### config.mk
export PLATFORM = sky130hd
export DESIGN_NAME = dram_seq
export DESIGN_NICKNAME = d
export VERILOG_FILES = /design/src/rtl/dram_seq.sv
export SDC_FILE = /design/constraint.sdc
export NUM_CORES = 1
export LEC_CHECK = 0
export BUFFER_PORTS_ARGS = -buffer_cell sky130_fd_sc_hd__buf_2
export CAP_MARGIN = 25
export CORE_AREA = 5 5 42 44
export CTS_CLUSTER_DIAMETER = 50
export DETAILED_ROUTE_END_ITERATION = 7
export DIE_AREA = 0 0 47 49
export PLACE_DENSITY_LB_ADDON = 0.3
export SLEW_MARGIN = 0
export SYNTH_ARGS = -nofsm -noshare
export SYNTH_HDL_FRONTEND = slang
export SYNTH_SLANG_ARGS = --single-unit
export TNS_END_PERCENT = 5
### constraint.sdc
create_clock -name clk -period 2.39 [get_ports clk]
set_input_delay 0.5975 -clock clk [delete_from_list [all_inputs] [get_ports clk]]
set_output_delay 0.5975 -clock clk [all_outputs]
set_load 0.01 [all_outputs]
### src/rtl/dram_seq.sv
module dram_seq #(
  parameter logic [1:0] SUB_A = 2'd0,
  parameter logic [1:0] SUB_B = 2'd1,
  parameter logic [1:0] SUB_C = 2'd2,
  parameter logic [1:0] SUB_D = 2'd3
) (
  input  logic       clk,
  input  logic       rst,
  input  logic       req,
  input  logic       rd,
  input  logic       stall,
  input  logic       quad,
  input  logic       cerr,
  output logic       ras_n,
  output logic       casa_n,
  output logic       casb_n,
  output logic       we_n,
  output logic [1:0] tag_n
);
  localparam logic [3:0] P_NONE = 4'b0000, P_ROW = 4'b1000, P_COL = 4'b1100,
                         P_BEAT = 4'b1010, P_WCOL = 4'b1101, P_WBEAT = 4'b1011,
                         P_WE = 4'b0001;
  localparam logic [5:0] IDLE = {P_NONE, SUB_C};
  localparam logic [5:0] ROW  = {P_ROW, SUB_A};
  localparam logic [5:0] RD1  = {P_COL, SUB_B};
  localparam logic [5:0] RD2  = {P_COL, SUB_A};
  localparam logic [5:0] RB1  = {P_BEAT, SUB_B};
  localparam logic [5:0] RE1  = {P_ROW, SUB_B};
  localparam logic [5:0] RB2  = {P_BEAT, SUB_D};
  localparam logic [5:0] RE2  = {P_ROW, SUB_D};
  localparam logic [5:0] RB3  = {P_BEAT, SUB_C};
  localparam logic [5:0] RE3  = {P_NONE, SUB_B};
  localparam logic [5:0] REL  = {P_NONE, SUB_A};
  localparam logic [5:0] ERRX = {P_NONE, SUB_D};
  localparam logic [5:0] WC1  = {P_COL, SUB_D};
  localparam logic [5:0] WC2  = {P_WCOL, SUB_A};
  localparam logic [5:0] WB1  = {P_WBEAT, SUB_B};
  localparam logic [5:0] WC3  = {P_WCOL, SUB_B};
  localparam logic [5:0] WB2  = {P_WBEAT, SUB_D};
  localparam logic [5:0] WC4  = {P_WCOL, SUB_D};
  localparam logic [5:0] WB3  = {P_WBEAT, SUB_C};
  localparam logic [5:0] WEND = {P_WE, 2'b00};

  logic [5:0] st, nx;

  always_comb begin
    case (st)
      IDLE:    nx = req ? ROW : IDLE;
      ROW:     nx = rd ? RD1 : WC1;
      RD1:     nx = stall ? RD1 : RD2;
      RD2:     nx = quad ? RB1 : REL;
      RB1:     nx = cerr ? RE1 : RB2;
      RE1:     nx = RB2;
      RB2:     nx = cerr ? RE2 : RB3;
      RE2:     nx = RB3;
      RB3:     nx = cerr ? RE3 : REL;
      RE3:     nx = REL;
      REL:     nx = cerr ? ERRX : IDLE;
      ERRX:    nx = req ? ROW : IDLE;
      WC1:     nx = stall ? WC1 : WC2;
      WC2:     nx = quad ? (stall ? WC2 : WB1) : WEND;
      WB1:     nx = stall ? WC3 : WB2;
      WC3:     nx = stall ? WC3 : WB2;
      WB2:     nx = stall ? WC4 : WB3;
      WC4:     nx = stall ? WC4 : WB3;
      WB3:     nx = WEND;
      WEND:    nx = IDLE;
      default: nx = IDLE;
    endcase
  end

  always_ff @(posedge clk)
    if (rst) st <= IDLE;
    else     st <= nx;

  assign {ras_n, casa_n, casb_n, we_n, tag_n} = ~st;
endmodule

==> out/metrics.yaml <==
outcome:
  status: "finished clean"
route:
  drtIter0Drc: 42
  first_pass_iters: 4
  routed_via_density: 6.52
  wl_um: 1780
  drc: 0
  wl_per_cell_um: 15.9
  postRouteAntennaNets: 0
  vias: 730
yosys:
  synthXorXnorAreaFrac_pct: 1.40
  ys.flop_type: "dfxtp_1"
  synth_simple_gate_area_share_pct: 32.8
  synth_compound_area_share_pct: 35.0
  synth_top_family_by_area: "compound AO/OA/AOI/OAI gates"
  yosysSeqAreaShare_pct: 19.2
  synth_fa_ha_area_share_pct: 0
  synth_area_leaders: "dfxtp_1 19%, a21oi_1 4.8%, nand3_1 4.8%"
  synth_nets: 94
  yosys_warnings: 0
  syn-cell-area_um2: 626
  async_flop_share_pct: 0
  ys_ff_latch: 6
  yosysTopAreaCell: "dfxtp_1"
  synth.avg_cell_area_um2: 7.19
  syn_inst: 87
  synth.top_cell.area_share_pct: 19.2
  ys_types: 38
  synth_edf_count: 0
  synthMuxAreaShare_pct: 1.60
grt:
  grt_overflow: 0
  grt_max_degree: 18
  grt_pass1_wl_um: 2870
  grt_pass1_vias: 654
  antenna_found_initial: 0
  track_usage_pct: 16.8
critical_path:
  worst_path_max_delay_cell: "dfxtp_1"
  critical_path_class: "flip-flop to output port"
  end_kind: "output port"
  cp.depth: 2
  worstPathRequired_ps: 1790
  reg2regPathDepth: 5
  path_cells: "inv_1, buf_2"
  worstSetupStartpointType: "flip-flop"
  cp_top_family: "flip-flops"
  max_stage_delay_ps: 700
  cp_max_fo: 16
  cp.arrival_ps: 1290
  path_buf_inv: 2
floorplan:
  io_pins: 13
  core_area_mm2: 0.00140
  die_area_mm2: 0.00230
  num_rows: 14
  start_util_pct: 44.6
  die_w_um: 47
  die_h_um: 49
cts:
  cts_tree: "built"
  postCtsHoldBufs: 0
  postCtsSetupRepairBufs: 0
  cts_resized: 0
  clk_pin_slew_worst_paths_ps: 50
  clock_sinks: 6
  cts_buffers: 3
  clk-insertion-delay-late_ps: 260
  root_buffer: "clkbuf_4"
  h-tree-depth: 1
  clock_path_buffers: 2
layout:
  final_area_um2: 699
  final_net_count: 105
  final_common_cell: "buf_2"
  largest_register_ffs: 6
  area_growth_pct: 11.8
  mostFrequentLayoutCells: "12 x buf_2, 7 x inv_1"
  antenna_cells: 0
  largestRegisters: "st (6)"
  top_register: "st"
  drive_above_1_share_pct: 21.9
  final_util_pct: 49.9
timing:
  finalSetupViolCount: 0
  relSlewSlack_pct: 59.7
  setup_ws_ps: 500
  finalHoldViolations: 0
  worst_clock_skew_ps: 7.62
  period_needed_ps: 1890
  tns_ps: 0
  max_freq_mhz: 529
  drv_slew: 0
  rsz0062_at_grt: "no"
  post-route-period-util_pct: 79.1
  max_slew.worst_pin.slew_ps: 604
pwr:
  swShare_pct: 40.1
  p_sw_uw: 162
  total_power_uw: 404
  p_leak_nw: 0.239
  vdd_drop_max_mv: 0.259
  p_int_uw: 242
  pwr-share-comb_pct: 38.2
  power_density_mw_per_mm2: 578
  seqPwrFrac_pct: 37.3
  clock_power_share_pct: 24.6
placed_design:
  pre_cts_slack_ps: 559
  dp_hpwl_um: 1250
  placed_area_um2: 677
  port_buffers: 12
  gp_congestion: 0.873
worst_hold_path:
  min_path_cells: 3
  hold_path.class: "input port to flip-flop"
run:
  max-cap-violations: 0
power groups by stage:
stage          sequential (mW)  combinational [mW]  clock [mW]
2_1_floorplan            0.121               0.142           0
3_3_place_gp             0.150               0.154           0
3_5_place_dp             0.150               0.152           0
4_1_cts                  0.149               0.153      0.0994
5_1_grt                  0.154               0.171       0.106
6_report                 0.151               0.154      0.0993
layer usage:
metal  up-vias  wire length [µm]  global-route usage [%]  part of all wire [%]
li1        351                 -                       -                     -
met1       321               770                    22.6                    43
met2        52               814                    21.5                    46
met3         6               180                    7.38                    10
met4         0                18                    9.68                   1.0
met5         -                 0                       0                     0
kinds of logic after synthesis:
kind of cell,Yosys count
AND/OR/NAND/NOR,36
AO/OA/AOI/OAI,29
buffers and inverters,14
flip-flops,6
XOR/XNOR,1
multiplexers,1
final timing paths:
kind | from | endpoint | slack (ps)
hold / removal | rst | st[1]$_SDFF_PP1_ | 610
setup / recovery | st[4]$_SDFF_PP0_ | casa_n | 500
hold reg to reg | st[5]$_SDFF_PP0_ | st[4]$_SDFF_PP0_ | 660
setup reg to reg | st[3]$_SDFF_PP0_ | st[1]$_SDFF_PP1_ | 500
layout make-up:
class | instances | area, µm²
clock buffer | 3 | 22.5
fill | 138 | 702
inverter | 7 | 26.3
multi-input combinational | 67 | 443
sequential | 6 | 120
tap | 16 | 20.0
timing repair buffer | 13 | 67.6
per-stage QoR:
| step | hold slack (ps) | cells |
|---|---|---|
| 2_1_floorplan | 615 | 87 |
| 3_3_place_gp | 642 | 109 |
| 3_5_place_dp | 634 | 109 |
| 4_1_cts | 604 | 112 |
| 5_1_grt | 622 | 112 |
| 6_report | 610 | 112 |
cells in the mapped netlist, types with 2 or more instances:
cell      instances
and3_1            2
nor4_1            3
nor3_1            3
nand2_1           5
dfxtp_1           6
a31oi_1           2
nand4_1           3
buf_2             5
nand3_1           6
a211oi_1          3
nor2_1            3
inv_1             7
nor2b_1           3
a21oi_1           6
o22ai_1           2
o21ai_0           6
worst register-to-register path: stages (launching register included):
cell,delay (ps)
dfxtp_1,650
or2b_4,250
o21ba_1,120
nor2_1,60
a2111oi_4,490
nand4_1,160
No activity file was read; power rests on OpenSTA's default activity.
